==> config.mk <==
export PLATFORM = sky130hd
export DESIGN_NAME = rng_ctrl_regs
export DESIGN_NICKNAME = d
export VERILOG_FILES = /design/src/rtl/rngc_pkg.sv /design/src/rtl/rngc_xorshift.sv /design/src/rtl/rngc_fifo.sv /design/src/rtl/rngc_opseq.sv /design/src/rtl/rng_ctrl_regs.sv
export SDC_FILE = /design/constraint.sdc
export NUM_CORES = 1
export LEC_CHECK = 0
export BUFFER_PORTS_ARGS = -buffer_cell sky130_fd_sc_hd__buf_2
export CAP_MARGIN = 20
export CORE_MARGIN = 1
export CORE_UTILIZATION = 62
export CTS_CLUSTER_SIZE = 16
export DETAILED_ROUTE_END_ITERATION = 16
export GPL_TIMING_DRIVEN = 0
export PLACE_DENSITY_LB_ADDON = 0.25
export RECOVER_POWER = 50
export SLEW_MARGIN = 20
export SYNTH_ARGS = -nofsm -noshare
export SYNTH_HDL_FRONTEND = slang
export SYNTH_SLANG_ARGS = --single-unit
==> constraint.sdc <==
create_clock -name clk -period 4.2 [get_ports clk]
set_clock_uncertainty 0.15 [all_clocks]
set_input_delay 0.21 -clock clk [delete_from_list [all_inputs] [get_ports clk]]
set_output_delay 0.21 -clock clk [all_outputs]
set_load 0.05 [all_outputs]
==> src/rtl/rngc_pkg.sv <==
package rngc_pkg;
  localparam logic [7:0] OFS_CMD  = 8'h04;
  localparam logic [7:0] OFS_CTRL = 8'h08;
  localparam logic [7:0] OFS_STAT = 8'h0C;
  localparam logic [7:0] OFS_ERR  = 8'h10;
  localparam logic [7:0] OFS_FIFO = 8'h14;

  localparam int CMD_TEST   = 0;
  localparam int CMD_SEED   = 1;
  localparam int CMD_CLRINT = 4;
  localparam int CMD_CLRERR = 5;
  localparam int CTL_MDONE  = 5;
  localparam int CTL_MERR   = 6;
  localparam int ST_TDONE   = 4;
  localparam int ST_SDONE   = 5;
  localparam int ST_LVL_LO  = 8;
  localparam int ST_ERR     = 16;
  localparam int ERR_UNDER  = 0;
  localparam int ERR_STAT   = 3;

  typedef enum logic [1:0] {OP_IDLE, OP_TEST, OP_SEED} op_e;

  function automatic logic [31:0] xs_next(input logic [31:0] x);
    logic [31:0] y;
    y = x ^ (x << 13);
    y = y ^ (y >> 17);
    y = y ^ (y << 5);
    return y;
  endfunction
endpackage

==> src/rtl/rngc_xorshift.sv <==
module rngc_xorshift #(
  parameter logic [31:0] INIT = 32'h2545F491
) (
  input  logic        clk,
  input  logic        rst_n,
  input  logic        step,
  output logic [31:0] word
);
  import rngc_pkg::*;
  logic [31:0] state;

  assign word = xs_next(state);

  always_ff @(posedge clk or negedge rst_n) begin
    if (!rst_n)    state <= INIT;
    else if (step) state <= word;
  end

  assert_nonzero_state_R7: assert property (@(posedge clk) disable iff (!rst_n)
    state != 32'h0);
endmodule

==> src/rtl/rngc_fifo.sv <==
module rngc_fifo #(
  parameter int W     = 32,
  parameter int DEPTH = 16,
  localparam int PW   = (DEPTH > 1) ? $clog2(DEPTH) : 1,
  localparam int CW   = $clog2(DEPTH + 1)
) (
  input  logic          clk,
  input  logic          rst_n,
  input  logic          push,
  input  logic [W-1:0]  din,
  input  logic          pop,
  output logic [W-1:0]  dout,
  output logic [CW-1:0] count
);
  logic [W-1:0]  mem [DEPTH];
  logic [PW-1:0] rp, wp;

  function automatic logic [PW-1:0] inc(input logic [PW-1:0] p);
    return (p == PW'(DEPTH - 1)) ? '0 : p + 1'b1;
  endfunction

  assign dout = mem[rp];

  always_ff @(posedge clk) begin
    if (push) mem[wp] <= din;
  end

  always_ff @(posedge clk or negedge rst_n) begin
    if (!rst_n) begin
      rp <= '0; wp <= '0; count <= '0;
    end else begin
      if (push) wp <= inc(wp);
      if (pop)  rp <= inc(rp);
      count <= count + CW'(push) - CW'(pop);
    end
  end

  assert_no_overflow_R7: assert property (@(posedge clk) disable iff (!rst_n)
    push |-> (count < CW'(DEPTH)));
  assert_no_underflow_R8: assert property (@(posedge clk) disable iff (!rst_n)
    pop |-> (count != '0));
endmodule

==> src/rtl/rngc_opseq.sv <==
module rngc_opseq #(
  parameter int OP_CYCLES = 8,
  localparam int CW = $clog2(OP_CYCLES + 1)
) (
  input  logic clk,
  input  logic rst_n,
  input  logic start_test,
  input  logic start_seed,
  output logic busy,
  output logic done_test,
  output logic done_seed
);
  import rngc_pkg::*;
  op_e         op;
  logic [CW-1:0] cnt;

  assign busy      = (op != OP_IDLE);
  assign done_test = (op == OP_TEST) && (cnt == '0);
  assign done_seed = (op == OP_SEED) && (cnt == '0);

  always_ff @(posedge clk or negedge rst_n) begin
    if (!rst_n) begin
      op <= OP_IDLE; cnt <= '0;
    end else if (op == OP_IDLE) begin
      if (start_seed) begin
        op <= OP_SEED; cnt <= CW'(OP_CYCLES - 1);
      end else if (start_test) begin
        op <= OP_TEST; cnt <= CW'(OP_CYCLES - 1);
      end
    end else if (cnt == '0) begin
      op <= OP_IDLE;
    end else begin
      cnt <= cnt - 1'b1;
    end
  end

  assert_busy_ignores_start_R5: assert property (@(posedge clk) disable iff (!rst_n)
    (busy && cnt != '0) |=> (busy && cnt == $past(cnt) - 1'b1 && op == $past(op)));
  assert_single_done_R3: assert property (@(posedge clk) disable iff (!rst_n)
    $onehot0({done_test, done_seed}));
endmodule

==> src/rtl/rng_ctrl_regs.sv <==
module rng_ctrl_regs #(
  parameter int          OP_CYCLES = 8,
  parameter int          DEPTH     = 16,
  parameter logic [31:0] GEN_INIT  = 32'h2545F491,
  localparam int         CW        = $clog2(DEPTH + 1)
) (
  input  logic        clk,
  input  logic        rst_n,
  input  logic        reg_wr,
  input  logic        reg_rd,
  input  logic [7:0]  reg_addr,
  input  logic [31:0] reg_wdata,
  output logic [31:0] reg_rdata,
  input  logic        health_fail,
  output logic        irq
);
  import rngc_pkg::*;

  logic          busy, done_test, done_seed;
  logic          tdone, sdone, mask_done, mask_err, seeded;
  logic [3:0]    err;
  logic [CW-1:0] level;
  logic [31:0]   gen_word, fifo_head, status;
  logic [3:0]    lvl_field;
  logic          wr_cmd, wr_ctrl, rd_fifo, push, pop, under, stat_fail;
  logic          clr_int_ok, clr_err, seed_go;

  assign wr_cmd     = reg_wr && (reg_addr == OFS_CMD);
  assign wr_ctrl    = reg_wr && (reg_addr == OFS_CTRL);
  assign rd_fifo    = reg_rd && (reg_addr == OFS_FIFO);
  assign clr_err    = wr_cmd && reg_wdata[CMD_CLRERR];
  assign clr_int_ok = wr_cmd && reg_wdata[CMD_CLRINT] && (err == '0);
  assign seed_go    = wr_cmd && reg_wdata[CMD_SEED] && !busy;
  assign pop        = rd_fifo && (level != '0);
  assign under      = rd_fifo && (level == '0);
  assign push       = seeded && (level < CW'(DEPTH));
  assign stat_fail  = done_seed && health_fail;

  rngc_opseq #(.OP_CYCLES(OP_CYCLES)) u_seq (
    .clk(clk), .rst_n(rst_n),
    .start_test(wr_cmd && reg_wdata[CMD_TEST]),
    .start_seed(wr_cmd && reg_wdata[CMD_SEED]),
    .busy(busy), .done_test(done_test), .done_seed(done_seed)
  );

  rngc_xorshift #(.INIT(GEN_INIT)) u_gen (
    .clk(clk), .rst_n(rst_n), .step(push), .word(gen_word)
  );

  rngc_fifo #(.W(32), .DEPTH(DEPTH)) u_fifo (
    .clk(clk), .rst_n(rst_n), .push(push), .din(gen_word),
    .pop(pop), .dout(fifo_head), .count(level)
  );

  always_ff @(posedge clk or negedge rst_n) begin
    if (!rst_n) begin
      tdone <= 1'b0; sdone <= 1'b0; err <= '0; seeded <= 1'b0;
      mask_done <= 1'b1; mask_err <= 1'b1;
    end else begin
      if (done_test)                   tdone <= 1'b1;
      else if (clr_int_ok || clr_err)  tdone <= 1'b0;
      if (done_seed)                   sdone <= 1'b1;
      else if (clr_int_ok || clr_err)  sdone <= 1'b0;
      err <= (clr_err ? 4'h0 : err)
             | (4'(stat_fail) << ERR_STAT) | (4'(under) << ERR_UNDER);
      if (seed_go)        seeded <= 1'b0;
      else if (done_seed) seeded <= !health_fail;
      if (wr_ctrl) begin
        mask_done <= reg_wdata[CTL_MDONE];
        mask_err  <= reg_wdata[CTL_MERR];
      end
    end
  end

  assign lvl_field = (level > CW'(15)) ? 4'hF : 4'(level);

  always_comb begin
    status = '0;
    status[ST_TDONE] = tdone;
    status[ST_SDONE] = sdone;
    status[ST_LVL_LO +: 4] = lvl_field;
    status[ST_ERR] = (err != '0);
  end

  always_comb begin
    reg_rdata = '0;
    if (reg_rd) begin
      case (reg_addr)
        OFS_CTRL: begin
          reg_rdata[CTL_MDONE] = mask_done;
          reg_rdata[CTL_MERR]  = mask_err;
        end
        OFS_STAT: reg_rdata = status;
        OFS_ERR:  reg_rdata = {28'h0, err};
        OFS_FIFO: reg_rdata = (level != '0) ? fifo_head : 32'h0;
        default:  reg_rdata = '0;
      endcase
    end
  end

  assign irq = ((tdone || sdone) && !mask_done) || ((err != '0) && !mask_err);

  assert_clrint_gated_R9: assert property (@(posedge clk) disable iff (!rst_n)
    (wr_cmd && reg_wdata[CMD_CLRINT] && !reg_wdata[CMD_CLRERR] && err != '0 && sdone)
      |=> sdone);
  assert_clrerr_empties_R10: assert property (@(posedge clk) disable iff (!rst_n)
    (clr_err && !done_seed && !rd_fifo) |=> (err == '0 && !tdone && !sdone));
  assert_stat_code_R6: assert property (@(posedge clk) disable iff (!rst_n)
    stat_fail |=> (err[ERR_STAT] && !seeded));
  assert_full_level_R7: assert property (@(posedge clk) disable iff (!rst_n)
    (level == CW'(DEPTH)) |-> (status[ST_LVL_LO +: 4] == 4'hF));
  assert_health_ignored_R12: assert property (@(posedge clk) disable iff (!rst_n)
    (!done_seed && !under && !clr_err) |=> (err == $past(err)));
endmodule

* After elaboration in Yosys (flattened, before gate mapping)
Memory sizes are Yosys's and may differ from the RTL's.
Index checks and enable logic that the tools add are counted.
** Word-level totals
- Register bits after elaboration :: 60
- Bits in latches :: 0
- Memory bits (writable) :: 512
- Bits in read-only memories :: 0
- Output and inout bits :: 33
- Memories kept :: 1
** Operators by class
- Add/sub/neg operators :: 5
- $mul :: 0
- Div/mod/pow operators :: 0
- Order comparisons :: 2
- Equality and inequality tests :: 11
- Shift operators :: 0
- Mux-type cells :: 24
- Bitwise logic cells :: 5
- Reduce and logical (&&, ||, !) cells :: 37
** Memory list
- u_fifo.mem :: words 16, bits a word 32, rd ports 1, clocked after Yosys merged registers in 0, wr ports 1, line rngc_fifo.sv:15 : logic [W-1:0] mem [DEPTH];
** Operators with widths (number)
- 32-bit two-way mux :: 2
- 32-bit bitwise XOR :: 2
- 25-bit one-hot mux with 2 select lines :: 1
- 4-bit two-way mux :: 8
- 32-bit by 15-bit bitwise XOR with 32-bit output :: 1
- 1-bit logical AND :: 17
- 8-bit by 4-bit equality test with 1-bit output, second input constant :: 2
- 8-bit by 5-bit equality test with 1-bit output, second input constant :: 2
- 5-bit one-hot mux with 3 select lines :: 1
- 2-bit nonzero test :: 5
- 4-bit by 1-bit adder with 4-bit output, second input constant :: 2
- 4-bit equality test, second input constant :: 2
- 8-bit by 3-bit equality test with 1-bit output, second input constant :: 1
- 4-bit logical NOT :: 2
- 2-bit two-way mux :: 4
- 1-bit two-way mux :: 7
- 2-bit one-hot mux with 3 select lines :: 1
- 5-bit by 1-bit adder with 5-bit output :: 1
- 5-bit by 4-bit > comparator with 1-bit output, second input constant :: 1
- 5-bit logical NOT :: 1
- 5-bit < comparator, second input constant :: 1
- 5-bit nonzero test :: 1
- 5-bit by 1-bit subtractor with 5-bit output :: 1
- 1-bit logical NOT :: 4
- 11 further kinds :: 14

* Logic depth before layout (Yosys ltp)
- Depth in word-level cells :: 7
- Mapped depth :: 14
- Mapped depth without buffers :: 14

* Modules after synthesis
A second synthesis with hierarchy kept.
** Unflattened totals
- Cell total of the unflattened synthesis :: 1274
- Area total of the unflattened synthesis :: 23855.4 µm²
** By module, submodules not included
- rngc_fifo :: times used 1, cells each 950, area an instance 20405.8 µm², sequential area each 15700.1 µm²
- rngc_xorshift :: times used 1, cells each 191, area an instance 2313.5 µm², sequential area each 818.3 µm²
- rng_ctrl_regs :: times used 1, cells each 97, area an instance 807.0 µm², sequential area each 177.7 µm²
- rngc_opseq :: times used 1, cells each 36, area an instance 329.1 µm², sequential area each 150.1 µm²

* Least setup slack after synthesis
Ideal clock, no wire load.
- Kind :: input to register
- From :: in reg_addr[1]
- To :: reg u_fifo.count[4]
- Setup time :: 0.080 ns
- Arrival :: 2.691 ns
- Data required time :: 3.970 ns
- Path slack :: 1.279 ns
- Stages on the path :: 13
- Path buffers :: 0
- Cells stage by stage :: or4_4 > nor4_4 > nand2_2 > inv_2 > ha_1 > inv_1 > ha_1 > inv_1 > fa_1 > inv_1 > a21oi_1 > o21bai_1 > xnor2_1
** Between the ends
- Longest elaborated chain between the ends :: 4
** RTL lines
- start: declaration :: line rng_ctrl_regs.sv:11 : input logic [7:0] reg_addr,
- 8-bit by 5-bit equality test with 1-bit output :: line rng_ctrl_regs.sv:30 : assign rd_fifo = reg_rd && (reg_addr == OFS_FIFO);
- 1-bit logical AND :: line rng_ctrl_regs.sv:30
- 1-bit logical AND :: line rng_ctrl_regs.sv:34 : assign pop = rd_fifo && (level != '0);
- net pop :: line rng_ctrl_regs.sv:25 : logic wr_cmd, wr_ctrl, rd_fifo, push, pop, under, stat_fail;
- 5-bit by 1-bit subtractor with 5-bit output :: line rngc_fifo.sv:34 : count <= count + CW'(push) - CW'(pop);
- end signal: assignment :: line rngc_fifo.sv:34
- end: declaration :: line rngc_fifo.sv:13 : output logic [CW-1:0] count
The timed path passes the listed nets, and every way through them passes these cells.
A chain may end at the register's enable or synchronous reset.

* Final worst setup path
- From :: reg u_fifo.rp[1]
- To :: out reg_rdata[30]
** Between the ends
- Longest elaborated chain between the ends :: 4
** RTL lines
- start: declaration :: line rngc_fifo.sv:16 : logic [PW-1:0] rp, wp;
- start signal: assignment :: line rngc_fifo.sv:33 : if (pop) rp <= inc(rp);
- memory 16 x 32 bit
- 32-bit two-way mux :: line rng_ctrl_regs.sv:95 : OFS_FIFO: reg_rdata = (level != '0) ? fifo_head : 32'h0;
- 25-bit one-hot mux with 2 select lines :: line rng_ctrl_regs.sv:88 : case (reg_addr)
- 32-bit two-way mux :: line rng_ctrl_regs.sv:87 : if (reg_rd) begin
- end: declaration :: line rng_ctrl_regs.sv:13 : output logic [31:0] reg_rdata,
Every way passes these cells.

==> flow_metrics.env <==
export IMPL_dr_total_vias=11745
export IMPL_yosys_warnings=0
export IMPL_initial_core_util_pct=63.0
export IMPL_rsz0062_at_grt="no"
export IMPL_p_sw_uw=3310
export IMPL_cts_sinks=570
export IMPL_synthXorXnorAreaFrac_pct=3.96
export IMPL_critical_path_endpoint_type="primary output"
export IMPL_vias_per_cell=6.64
export IMPL_yosys_area_share_simple_pct=3.47
export IMPL_max_vdd_ir_drop_v=0.000316
export IMPL_combPwrFrac_pct=12.9
export IMPL_synth_top_family_by_area="multiplexers"
export IMPL_place_gp_congestion=0.814
export IMPL_numPortBuffers=50
export IMPL_violations="max-capacitance violations, max-slew violations"
export IMPL_async_reset_ff_share_pct=10.2
export IMPL_timing_hold_violations_final=0
export IMPL_leakage_uw=0.00871
export IMPL_grt_pass1_vias=11887
export IMPL_avgSynthCellArea_um2=20.6
export IMPL_io_pins=78
export IMPL_finalCriticalPeriod_ps=4040
export IMPL_path_max_fanout=10
export IMPL_yosys_top_cells_count="512 x edfxtp_1, 150 x mux4_2, 48 x nand2_1"
export IMPL_seqPwrFrac_pct=52.1
export IMPL_worst_slew_pin_transition_ps=3320
export IMPL_synth_mux_area_share_pct=15.2
export IMPL_synth_area_leaders="edfxtp_1 66%, mux4_2 15%, dfrtp_1 4.5%"
export IMPL_reg2reg_from="u_fifo.count[4]"
export IMPL_synth_seq_cells=570
export IMPL_htree_levels=2
export IMPL_setup_viol_count_final=0
export IMPL_cts_resized=0
export IMPL_r2r_cells=6
export IMPL_syn_inst=1121
export IMPL_wirelength_mm=53.2
export IMPL_synth_edff_count=512
export IMPL_dp_cells=1647
export IMPL_die_area_mm2=0.0381
export IMPL_cap_violations=3
export IMPL_critPathLaunchType="flop"
export IMPL_ant_nets=0
export IMPL_ys_flop_type="edfxtp_1"
export IMPL_drc_errors=0
export IMPL_finalCritPeriodShare_pct=96.3
export IMPL_pre_cts_ws_ps=574
export IMPL_synth_largest_area_cell="edfxtp_1"
export IMPL_die_w_um=195
export IMPL_die_h_um=195
export IMPL_setup_ws_ps=155
export IMPL_postLayoutCoreUtil_pct=70.9
export IMPL_path_class="flop to primary output"
export IMPL_wl_per_cell_um=30.1
export IMPL_fin_nets=1316
export IMPL_report_final_slew_viol_count=89
export IMPL_worstPathArrival_ps=3680
export IMPL_final_layout_size_suffix_gt1_share_pct=26.4
export IMPL_cts_buffers=55
export IMPL_area_growth_pct=12.5
export IMPL_synthDominantCellAreaShare_pct=66.5
export IMPL_fin_cells=1769
export IMPL_hold_buffers=16
export IMPL_cts_buffer_depth=3
export IMPL_p_sw_share_pct=24.6
export IMPL_p_clk_share_pct=35.0
export IMPL_syn_cell_area_mm2=0.0231
export IMPL_syn_nets=1183
export IMPL_r2r_end="u_fifo.mem[15][16]"
export IMPL_antenna_found_initial=1
export IMPL_row_count=70
export IMPL_required_ps=3840
export IMPL_synth_compound_area_share_pct=1.86
export IMPL_p_int_uw=10100
export IMPL_post_cts_buffers=0
export IMPL_synth_cell_types=59
export IMPL_dpl_hpwl_mm=30.1
export IMPL_cts_tree="built"
export IMPL_clk_pin_slew_ps=60
export IMPL_clockRootBuffer="clkbuf_16"
export IMPL_core_region_area_mm2=0.0367
export IMPL_dr_pass1_iters=5
export IMPL_crit_path_end="reg_rdata[30]"
export IMPL_min_path_type="primary input to flop"
export IMPL_clock_latency_ps=600
export IMPL_grt_max_degree=59
export IMPL_synth_fa_ha_area_share_pct=0.952
export IMPL_gr_total_overflow=0
export IMPL_r2r_slack_ps=560
export IMPL_startpoint="u_fifo.rp[1]"
export IMPL_antennaDiodeCount=0
export IMPL_grt_use_total_pct=28.7
export IMPL_status="complete, but fails checks"
export IMPL_synth_most_common_cell="edfxtp_1"
export IMPL_slew_headroom_pct=-122
export IMPL_tns_ps=0
export IMPL_grt_pass1_wl_mm=77.1
export IMPL_max_freq_mhz=247
export IMPL_yosysSeqAreaShare_pct=72.8
export IMPL_drt_iter0_drc=1306
export IMPL_pwr_density_cell_mw_per_mm2=516
[critical path: stages (launching register included)]
cell      delay [ps]
dfrtp_1          380
clkbuf_1         230
buf_2            370
buf_1            720
mux4_2           430
mux4_2           470
and3_1           250
buf_2            230
[cells by family (layout without fill, tap and decap cells)]
logic type,after synthesis,count (layout)
and+or+nand+nor,152,152
AOI/OAI and AO/OA,58,58
muxes,163,163
buffers and inverters,76,256
adders and majority gates,17,17
DFF,570,570
xor gates and xnor gates,85,85
[worst min-delay path by stage]
stage	startpoint	endpoint	slack (ps)	cells past startpoint
after floorplan	rst_n	err[0]	-240	0
after global routing	reg_addr[2]	mask_done	40	3
after CTS	reg_addr[7]	u_seq.cnt[3]	0.6	5
after global placement	health_fail	seeded	280	2
final	reg_addr[7]	u_seq.cnt[3]	20	5
after detailed placement	rst_n	u_seq.cnt[2]	180	1
[per-stage QoR]
step	hold slack (ps)	power, uW	cell area [um2]
finish	15.6	13400	26000
global route	35.3	13800	26000
CTS	0.580	13500	26100
detailed placement	181	8810	24300
global placement	276	8680	24000
floorplan	-236	8140	23100
[placed cells by master (no fill, tap or decap), types with 12 or more instances in the layout]
| master | synthesis | final |
|---|---|---|
| buf_2 | 11 | 60 |
| dlygate4sd3_1 | 0 | 16 |
| edfxtp_1 | 512 | 512 |
| clkinv_1 | 1 | 19 |
| clkbuf_1 | 26 | 42 |
| ha_1 | 16 | 16 |
| xor2_1 | 27 | 27 |
| a22o_1 | 19 | 19 |
| dfrtp_1 | 42 | 42 |
| nor2_1 | 27 | 27 |
| mux4_2 | 150 | 150 |
| and3_1 | 22 | 22 |
| clkinv_2 | 0 | 12 |
| clkbuf_16 | 0 | 56 |
| xnor2_1 | 45 | 43 |
| nand2_1 | 48 | 49 |
| inv_1 | 20 | 21 |
| dfstp_2 | 16 | 12 |
[metal layers]
layer	part of all wire (%)	GRT usage (%)	vias up
li1	-	-	4808
met1	38	40.0	6172
met2	50	46.3	642
met3	9.2	5.23	123
met4	3.1	10.6	0
met5	0	0	-
[power by group through the flow]
stage	Clock (uW)	Combinational [uW]	Sequential, uW
3_3_place_gp	0	1590	7090
3_5_place_dp	0	1710	7100
5_1_grt	4940	1840	7040
2_1_floorplan	0	1100	7030
4_1_cts	4740	1740	6990
6_report	4700	1730	7000
[registers in the layout, indices dropped and copies added (netlist names)]
| signal | count |
|---|---|
| u_seq.op | 2 |
| u_seq.cnt | 4 |
| u_fifo.rp | 4 |
| u_fifo.wp | 4 |
| sdone | 1 |
| tdone | 1 |
| u_fifo.count | 5 |
| mask_done | 1 |
| mask_err | 1 |
| u_gen.state | 32 |
| err | 2 |
| u_fifo.mem | 512 |
| seeded | 1 |
[area by class of cell]
cell class	count	area (um2)
flip-flops and latches	570	16800
fillers	2158	10700
multi-input cells	475	5920
clock buffers	68	1470
well taps	468	586
repair buffers	76	567
plain buffers	54	317
clock inverters	36	250
inverters	22	82.6
(Power assumes the default switching activity.)
